$ cat config.mk
export PLATFORM = sky130hd
export DESIGN_NAME = mdio_master
export DESIGN_NICKNAME = d
export VERILOG_FILES = /design/src/rtl/mdio_mgmt_pkg.sv /design/src/rtl/mdio_mdc_gen.sv /design/src/rtl/mdio_frame_eng.sv /design/src/rtl/mdio_master.sv
export SDC_FILE = /design/constraint.sdc
export NUM_CORES = 1
export LEC_CHECK = 0
export ABC_AREA = 1
export ABC_CLOCK_PERIOD_IN_PS = 2100
export BUFFER_PORTS_ARGS = -buffer_cell sky130_fd_sc_hd__buf_4
export CORE_ASPECT_RATIO = 1.1
export CORE_MARGIN = 5
export CORE_UTILIZATION = 58
export CTS_BUF_LIST = sky130_fd_sc_hd__clkbuf_8 sky130_fd_sc_hd__clkbuf_16
export CTS_CLUSTER_DIAMETER = 40
export CTS_CLUSTER_SIZE = 14
export DETAILED_ROUTE_END_ITERATION = 8
export HOLD_SLACK_MARGIN = 0.1
export PLACE_DENSITY = 0.84
export SLEW_MARGIN = 20
export SYNTH_ARGS = -nofsm -noshare
export SYNTH_HDL_FRONTEND = slang
export SYNTH_SLANG_ARGS = --single-unit
$ cat constraint.sdc
create_clock -name clk -period 2.1 [get_ports clk]
set_clock_uncertainty 0.05 [all_clocks]
set_input_delay 0.42 -clock clk [delete_from_list [all_inputs] [get_ports clk]]
set_output_delay 0.42 -clock clk [all_outputs]
set_load 0.05 [all_outputs]
$ cat src/rtl/mdio_mgmt_pkg.sv
// Package: shared register selector and field positions for the
// management master. Assumes a 2-bit register address.
package mdio_mgmt_pkg;
    typedef enum logic [1:0] {
        SEL_CTRL = 2'd0,
        SEL_CMD  = 2'd1,
        SEL_DONE = 2'd2
    } reg_sel_e;

    // Command bits 29:28 equal to this value mark a read frame.
    localparam logic [1:0] OP_READ = 2'b10;
endpackage

$ cat src/rtl/mdio_mdc_gen.sv
// Module: management clock generator. Counts system clocks while a frame
// runs and toggles mdc every (div+1) clocks. It flags the edges where mdc
// is about to rise or fall. Assumes div stays stable during a frame.
module mdio_mdc_gen #(
    parameter int DIV_W = 7
) (
    input  logic             clk,
    input  logic             rst_n,
    input  logic             run,
    input  logic             restart,
    input  logic [DIV_W-1:0] div,
    output logic             mdc,
    output logic             rise,
    output logic             fall
);
    logic [DIV_W-1:0] cnt_q;
    logic             mdc_q;
    logic             hit;

    assign hit  = run && (cnt_q == div);
    assign rise = hit && !mdc_q;
    assign fall = hit && mdc_q;
    assign mdc  = mdc_q;

    // Half-period counter and clock toggle; held low and cleared while idle.
    always_ff @(posedge clk) begin
        if (!rst_n || restart || !run) begin
            cnt_q <= '0;
            mdc_q <= 1'b0;
        end else if (hit) begin
            cnt_q <= '0;
            mdc_q <= ~mdc_q;
        end else begin
            cnt_q <= cnt_q + DIV_W'(1);
        end
    end
endmodule

$ cat src/rtl/mdio_frame_eng.sv
// Module: frame shifter. At launch it loads an optional all-ones preamble
// and the command word, shifts one bit per falling mdc edge, releases the
// line for the reply part of a read, and captures reply bits on rising
// edges. Assumes launch is only asserted while not busy.
module mdio_frame_eng
    import mdio_mgmt_pkg::*;
#(
    parameter int CMD_W   = 32,
    parameter int PRE_LEN = 32,
    parameter int DATA_W  = 16
) (
    input  logic              clk,
    input  logic              rst_n,
    input  logic              launch,
    input  logic [CMD_W-1:0]  cmd,
    input  logic              pre_en,
    input  logic              rise,
    input  logic              fall,
    input  logic              mdio_i,
    output logic              busy,
    output logic              mdio_o,
    output logic              mdio_oe,
    output logic              done,
    output logic [DATA_W-1:0] rd_data
);
    localparam int FR_W    = PRE_LEN + CMD_W;
    localparam int CNT_W   = $clog2(FR_W + 1);
    localparam int REL_IDX = CMD_W - 1 - DATA_W;
    localparam int CAP_IDX = CMD_W - DATA_W;

    logic [FR_W-1:0]   sh_q;
    logic [CNT_W-1:0]  bit_q;
    logic              busy_q, pre_q, rd_q;
    logic [DATA_W-1:0] cap_q;
    logic [CNT_W-1:0]  last_bit, rel_at, cap_at;

    assign last_bit = pre_q ? CNT_W'(FR_W - 1) : CNT_W'(CMD_W - 1);
    assign rel_at   = pre_q ? CNT_W'(PRE_LEN + REL_IDX) : CNT_W'(REL_IDX);
    assign cap_at   = pre_q ? CNT_W'(PRE_LEN + CAP_IDX) : CNT_W'(CAP_IDX);

    assign busy    = busy_q;
    assign mdio_o  = busy_q ? sh_q[FR_W-1] : 1'b1;
    assign mdio_oe = busy_q && !(rd_q && (bit_q >= rel_at));
    assign done    = busy_q && fall && (bit_q == last_bit);
    assign rd_data = cap_q;

    // Frame load, bit advance on falling mdc, and end of frame.
    always_ff @(posedge clk) begin
        if (!rst_n) begin
            sh_q   <= '0;
            bit_q  <= '0;
            busy_q <= 1'b0;
            pre_q  <= 1'b0;
            rd_q   <= 1'b0;
        end else if (launch) begin
            sh_q   <= pre_en ? {{PRE_LEN{1'b1}}, cmd} : {cmd, {PRE_LEN{1'b0}}};
            bit_q  <= '0;
            busy_q <= 1'b1;
            pre_q  <= pre_en;
            rd_q   <= (cmd[CMD_W-3:CMD_W-4] == OP_READ);
        end else if (busy_q && fall) begin
            if (bit_q == last_bit) begin
                busy_q <= 1'b0;
            end else begin
                bit_q <= bit_q + CNT_W'(1);
                sh_q  <= {sh_q[FR_W-2:0], 1'b0};
            end
        end
    end

    // Reply capture on rising mdc during the data part of a read.
    always_ff @(posedge clk) begin
        if (!rst_n) begin
            cap_q <= '0;
        end else if (busy_q && rise && rd_q && (bit_q >= cap_at)) begin
            cap_q <= {cap_q[DATA_W-2:0], mdio_i};
        end
    end
endmodule

$ cat src/rtl/mdio_master.sv
// Module: top of the management master. Holds the control, command and
// completion registers, decodes the register port, and joins the clock
// generator and frame shifter. Assumes single-cycle write strobes.
module mdio_master
    import mdio_mgmt_pkg::*;
#(
    parameter int             DIV_W     = 7,
    parameter logic [DIV_W-1:0] DIV_RESET = 7'h1f,
    parameter logic           PRE_RESET = 1'b1,
    parameter int             CMD_W     = 32,
    parameter int             DATA_W    = 16,
    parameter int             PRE_LEN   = 32
) (
    input  logic             clk,
    input  logic             rst_n,
    input  logic             reg_wr,
    input  logic [1:0]       reg_addr,
    input  logic [31:0]      reg_wdata,
    output logic [31:0]      reg_rdata,
    output logic             irq,
    output logic             mdc,
    output logic             mdio_o,
    output logic             mdio_oe,
    input  logic             mdio_i
);
    localparam int PAD_W = CMD_W - DIV_W - 2;

    logic [DIV_W-1:0]  div_q;
    logic              pre_q;
    logic [CMD_W-1:0]  cmd_q;
    logic              done_q;
    logic              busy, launch, done, rise, fall, is_rd;
    logic [DATA_W-1:0] rd_data;

    assign launch = reg_wr && (reg_addr == SEL_CMD) && !busy;
    assign is_rd  = (cmd_q[CMD_W-3:CMD_W-4] == OP_READ);
    assign irq    = done_q;

    // Control register: divider and preamble enable, writable at any time.
    always_ff @(posedge clk) begin
        if (!rst_n) begin
            div_q <= DIV_RESET;
            pre_q <= PRE_RESET;
        end else if (reg_wr && (reg_addr == SEL_CTRL)) begin
            div_q <= reg_wdata[DIV_W-1:0];
            pre_q <= reg_wdata[DIV_W];
        end
    end

    // Command register: loaded on an accepted write, reply merged at read end.
    always_ff @(posedge clk) begin
        if (!rst_n) begin
            cmd_q <= '0;
        end else if (launch) begin
            cmd_q <= reg_wdata[CMD_W-1:0];
        end else if (done && is_rd) begin
            cmd_q[DATA_W-1:0] <= rd_data;
        end
    end

    // Completion flag: set at frame end, cleared by writing one; set wins.
    always_ff @(posedge clk) begin
        if (!rst_n) begin
            done_q <= 1'b0;
        end else if (done) begin
            done_q <= 1'b1;
        end else if (reg_wr && (reg_addr == SEL_DONE) && reg_wdata[0]) begin
            done_q <= 1'b0;
        end
    end

    // Read multiplexer for the register port.
    always_comb begin
        case (reg_addr)
            SEL_CTRL: reg_rdata = {{PAD_W{1'b0}}, busy, pre_q, div_q};
            SEL_CMD:  reg_rdata = cmd_q;
            SEL_DONE: reg_rdata = {31'd0, done_q};
            default:  reg_rdata = '0;
        endcase
    end

    mdio_mdc_gen #(.DIV_W(DIV_W)) u_clkgen (
        .clk     (clk),
        .rst_n   (rst_n),
        .run     (busy),
        .restart (launch),
        .div     (div_q),
        .mdc     (mdc),
        .rise    (rise),
        .fall    (fall)
    );

    mdio_frame_eng #(.CMD_W(CMD_W), .PRE_LEN(PRE_LEN), .DATA_W(DATA_W)) u_frame (
        .clk     (clk),
        .rst_n   (rst_n),
        .launch  (launch),
        .cmd     (reg_wdata[CMD_W-1:0]),
        .pre_en  (pre_q),
        .rise    (rise),
        .fall    (fall),
        .mdio_i  (mdio_i),
        .busy    (busy),
        .mdio_o  (mdio_o),
        .mdio_oe (mdio_oe),
        .done    (done),
        .rd_data (rd_data)
    );
endmodule

Word level (Yosys, flattened, before mapping):

Cells that the tools add are included.

* memories kept: 0
* bits in latches: 0
* logic and storage cells: 75
* flip-flop bits (word level): 139
* RAM bits: 0
* bits in read-only memories: 0

* shifts and indexed selects: 0
* divide/modulo/power cells: 0
* reductions and logical operators: 32
* eq/ne operators: 7
* add/subtract/negate cells: 2
* magnitude comparators: 2
* multiplexer cells: 16
* bitwise operators: 3
* multipliers: 0

Operators by type and width (count)
* $mux W64: 4
* $pmux W32 S3: 1
* $mux W16: 2
* $mux W6: 3
* $logic_and A1 B1 Y1: 16
* $add A7 B1 Y7 const B: 2
* $eq A7 B7 Y1: 2
* $ge A7 B7 Y1: 2
* $reduce_bool A2 Y1: 4
* $eq A2 B2 Y1 const B: 3
* $mux W1: 6
* $reduce_and A2 Y1: 3
* $logic_not A1 Y1: 4
* $reduce_or A2 Y1: 2
* $not A1 Y1: 3
* $eq A2 B1 Y1 const B: 1
* $logic_not A2 Y1: 1
* $logic_or A1 B1 Y1: 2
* $ne A2 B2 Y1 const B: 1

Logic depth before layout (Yosys ltp):

* depth in word-level cells: 8
* gate-level depth with buffers: 12
* depth with buffers taken out: 12

Modules after synthesis:

Synthesis repeated with hierarchy kept, for this count alone.

* cells, all modules: 1119
* area, all modules: 7211.9 sq um

Modules (own cells, without submodules)
* mdio_frame_eng: instances 1, area each 4636.9 sq um, seq. area each 1801.7 sq um, cells each 723
* mdio_master: instances 1, area each 2090.8 sq um, seq. area each 820.8 sq um, cells each 317
* mdio_mdc_gen: instances 1, area each 484.2 sq um, seq. area each 160.2 sq um, cells each 79

Least setup slack after synthesis:

Ideal clock, no wire load.

* path type: register -> output
* from: reg u_frame.pre_q
* to: out mdio_oe
* required time: 1.630 ns
* arrival: 1.951 ns
* buffers on the path: 0
* cell stages (with the launch flop): 8
* path slack: -0.321 ns
* cells stage by stage: dfxtp_1 -> inv_1 -> ha_1 -> nand3_1 -> nand2_1 -> nand2_1 -> inv_1 -> nor3_1

* longest elaborated chain between the ends: 5

RTL lines
* start, declared: RTL line mdio_frame_eng.sv:33 `logic busy_q, pre_q, rd_q;`
* start signal, assigned: RTL line mdio_frame_eng.sv:59 `pre_q <= pre_en;`
* $mux W6: RTL line mdio_frame_eng.sv:38 `assign rel_at = pre_q ? CNT_W'(PRE_LEN + REL_IDX) : CNT_W'(REL_IDX);`
* $ge A7 B7 Y1: RTL line mdio_frame_eng.sv:43 `assign mdio_oe = busy_q && !(rd_q && (bit_q >= rel_at));`
* $logic_and A1 B1 Y1: RTL line mdio_frame_eng.sv:43
* $logic_not A1 Y1: RTL line mdio_frame_eng.sv:43
* $logic_and A1 B1 Y1: RTL line mdio_frame_eng.sv:43
* end, declared: RTL line mdio_master.sv:23 `output logic mdio_oe,`

Every way passes these cells.

Final worst setup path:

Same ends and word-level chain as after synthesis.

==> results.tsv <==
stage	metric	value	unit
clocking	H-tree level count	4	
die	num rows	40	
routing	DRT iter0 DRCs	508	
setup_path	worst path required time	1.63	ns
power	leakage power	3.39	nW
die	Starting Density	0.593	
power	Comb pwr share	0.087	
die	full die area	13400	um2
setup_path	Arr. time, crit path	1.56	ns
layout	layout cells sized above 1	0.161	
clocking	CTS tree	built	
power	clock power share	0.497	
global_routing	Total Routing Usage GR	0.257	
logic_synthesis	Synth Register Bits	139	
die	die height	121	um
clocking	Skew-Pair Late Insertion Delay	0.41	ns
logic_synthesis	largest area contributor in the netlist	dfxtp_1	
routing	Routed WL per cell	14.1	um
hold_path	min-delay worst type	input pin to flop	
timing	Hold Slack	0.193	ns
power	cell area power density	827	nW/um2
timing	min Tclk post-route	2.03	ns
layout	most common cell after layout, fill and taps aside	nand2_1	
routing	final antenna-violating net count	0	
die	boundary pin count	74	
clocking	Max Root-Sink Buffers	2	
timing	Max Clock Freq	494	MHz
die	core area	11000	um2
routing	Pre-antenna DRT Iters	5	
timing	final worst setup slack	0.0737	ns
power	P_int	5.01	mW
timing	fin crit share	0.965	
routing	drc violations	0	
timing	RSZ-0062 raised after global routing	false	
hold_path	Hold Path Stages	2	
clocking	Sink Count	139	
timing	final setup vio count	0	
global_routing	initial antenna violation count	0	
placement	Port Buffers	73	
routing	uppermost routed layer	met4	
logic_synthesis	Synth top area share	0.428	
power	Peak VDD IR	0.000510	V
logic_synthesis	post-synthesis sequential area ratio	0.428	
setup_path	reg2reg path depth	12	
layout	Layout area overhead	22.0	%
placement	HPWL Detailed	11100	um
routing	met3 WL	1030	um
placement	worst slack at placement	0.121	ns
status	outcome	finished clean	
clocking	Clock transition at path regs	0.06	ns
clocking	CTS Buf Count	17	
routing	Post-Route WL	16800	um
logic_synthesis	number of synthesized flops with an enable pin	0	
die	chip width	111	um
setup_path	Crit-path slowest cell	dfxtp_2	
clocking	Post-CTS Hold Fix Bufs	0	
setup_path	crit-path cells	inv_2 > ha_4 > nand4_1 > a21oi_4 > nor3_4 > buf_6	
setup_path	element type at the critical path end	output port	
setup_path	Worst Path Max Fanout	2	
timing	worst-margin pin slew	0.420	ns
routing	via count	6371	
run	max_cap viols	0	
logic_synthesis	top cells by area, synth	dfxtp_1, nand2_1, nor2_1, a21oi_1, nand3_1	
logic_synthesis	distinct cell type count of the synthesized netlist	34	
setup_path	CP peak stage delay	0.32	ns
clocking	root buf cell	clkbuf_16	
timing	Post-Route Setup TNS	0	ns
logic_synthesis	syn_nets	1005	
setup_path	Setup CP Type	flop to output port	
global_routing	gr ovfl total	0	
global_routing	first-pass GRT wire length	28800	um
timing	Final Hold Fails	0	
logic_synthesis	Syn Inst Count	963	
logic_synthesis	ys flop type	dfxtp_1	
logic_synthesis	Yosys warning total	0	
timing	max-slew violation count	0	
routing	routed wl met2	8250	um
global_routing	vias in the first global route	6160	
setup_path	Startpoint Class	flop	
power	switch share	0.236	
layout	n_diodes	0	
global_routing	largest net degree at the start of global routing	63	
routing	via/cell ratio	5.37	
routing	Met1 Wirelength	7190	um
timing	Max-slew headroom	0.720	
logic_synthesis	Mapped Area	6500	um2
placement	routability cong.	0.828	
logic_synthesis	Async SR Flop Fraction	0	
power	Psw	1.55	mW
layout	nets	1069	
power	Sequential Power Share	0.416	
logic_synthesis	Mean Syn Cell Area	6.75	um2
layout	most frequent cells in the layout	nand2_1, dfxtp_1, nor2_1	
==> worst paths after layout <==
check                           slack [ns]                           from                            end
worst max-delay path                  0.07     u_frame.pre_q$_SDFFE_PN0P_                        mdio_oe
worst min-delay path                  0.19                  reg_wdata[28]      u_frame.rd_q$_SDFFE_PN0P_
worst max register to register        0.18   u_clkgen.cnt_q[3]$_SDFF_PP0_  u_frame.sh_q[58]$_SDFFE_PN0P_
worst min register to register        0.41  u_frame.sh_q[18]$_SDFFE_PN0P_  u_frame.sh_q[18]$_SDFFE_PN0P_
==> routing by layer <==
| metal | global-route usage | vias to the layer above |
|---|---|---|
| met4 | 0.0893 | 0 |
| li1 | - | 3216 |
| met1 | 0.324 | 2891 |
| met5 | 0 | - |
| met2 | 0.433 | 229 |
| met3 | 0.0579 | 35 |
==> cell usage after synthesis (5+ instances only) <==
master / instances
o22ai_1: 16
o21ai_0: 52
nand4_1: 6
o211ai_1: 6
o21ai_1: 28
inv_2: 9
buf_6: 10
nor2_1: 109
xor2_1: 5
clkbuf_1: 33
nand3_1: 60
buf_4: 6
inv_1: 71
dfxtp_1: 139
nor3_1: 7
nand2_1: 300
a21oi_1: 77
==> worst max-delay path: cells and delay by family, from the launching register on <==
| family | cells | cell delay, ns |
|---|---|---|
| AOI/OAI and AO/OA | 1 | 0.17 |
| adders and majority gates | 1 | 0.26 |
| buffers and inverters | 2 | 0.20 |
| DFF | 1 | 0.32 |
| and+or+nand+nor | 2 | 0.20 |
==> state kept, by name, summed over array words and instances, names as in the netlist <==
| signal | flops |
|---|---|
| div_q | 7 |
| u_frame.rd_q | 1 |
| u_frame.sh_q | 64 |
| u_frame.busy | 1 |
| u_clkgen.mdc | 1 |
| u_frame.rd_data | 16 |
| pre_q | 1 |
| irq | 1 |
| u_frame.pre_q | 1 |
| u_frame.bit_q | 7 |
| cmd_q | 32 |
| u_clkgen.cnt_q | 7 |
==> per-stage QoR <==
step | cells | util | power, mW | instance area (um2)
floorplan | 963 | - | 3.14 | 6510
detailed placement | 1152 | 0.656 | 3.34 | 7190
global placement | 1152 | 0.656 | 3.33 | 7190
finish | 1187 | 0.724 | 6.56 | 7930
CTS | 1186 | 0.720 | 6.57 | 7890
global route | 1187 | 0.724 | 6.78 | 7930
==> kinds of logic (layout without fill, tap and decap cells) <==
group	after synthesis	count (layout)	share of synthesized area
simple gates	495	495	0.316
fa+ha+maj	4	4	0.00770
compound gates	181	181	0.145
flops	139	139	0.428
xor+xnor	5	5	0.00674
buf+inv	139	216	0.0962
==> power groups by stage <==
stage / Clock, mW / Combinational [mW] / Sequential (mW)
final: 3.26 / 0.574 / 2.72
after global routing: 3.42 / 0.629 / 2.73
after CTS: 3.28 / 0.568 / 2.72
after detailed placement: 0 / 0.556 / 2.78
after global placement: 0 / 0.547 / 2.78
after floorplan: 0 / 0.365 / 2.77
==> what timing repair did <==
item                                    4_1_cts  5_1_grt
endpoints found under the setup margin        1       35
resized for setup                            11        8
cloned                                        0        0
pin swaps                                     2        1
buffers inserted                              2        1
==> layout make-up <==
class	count	area [um2]
clock inverters	15	221
flip-flops and latches	139	2790
well taps	147	184
clock buffers	17	425
multi-input cells	685	3150
fillers	875	3030
inverters	83	317
repair buffers	101	845
(Power assumes the default switching activity.)
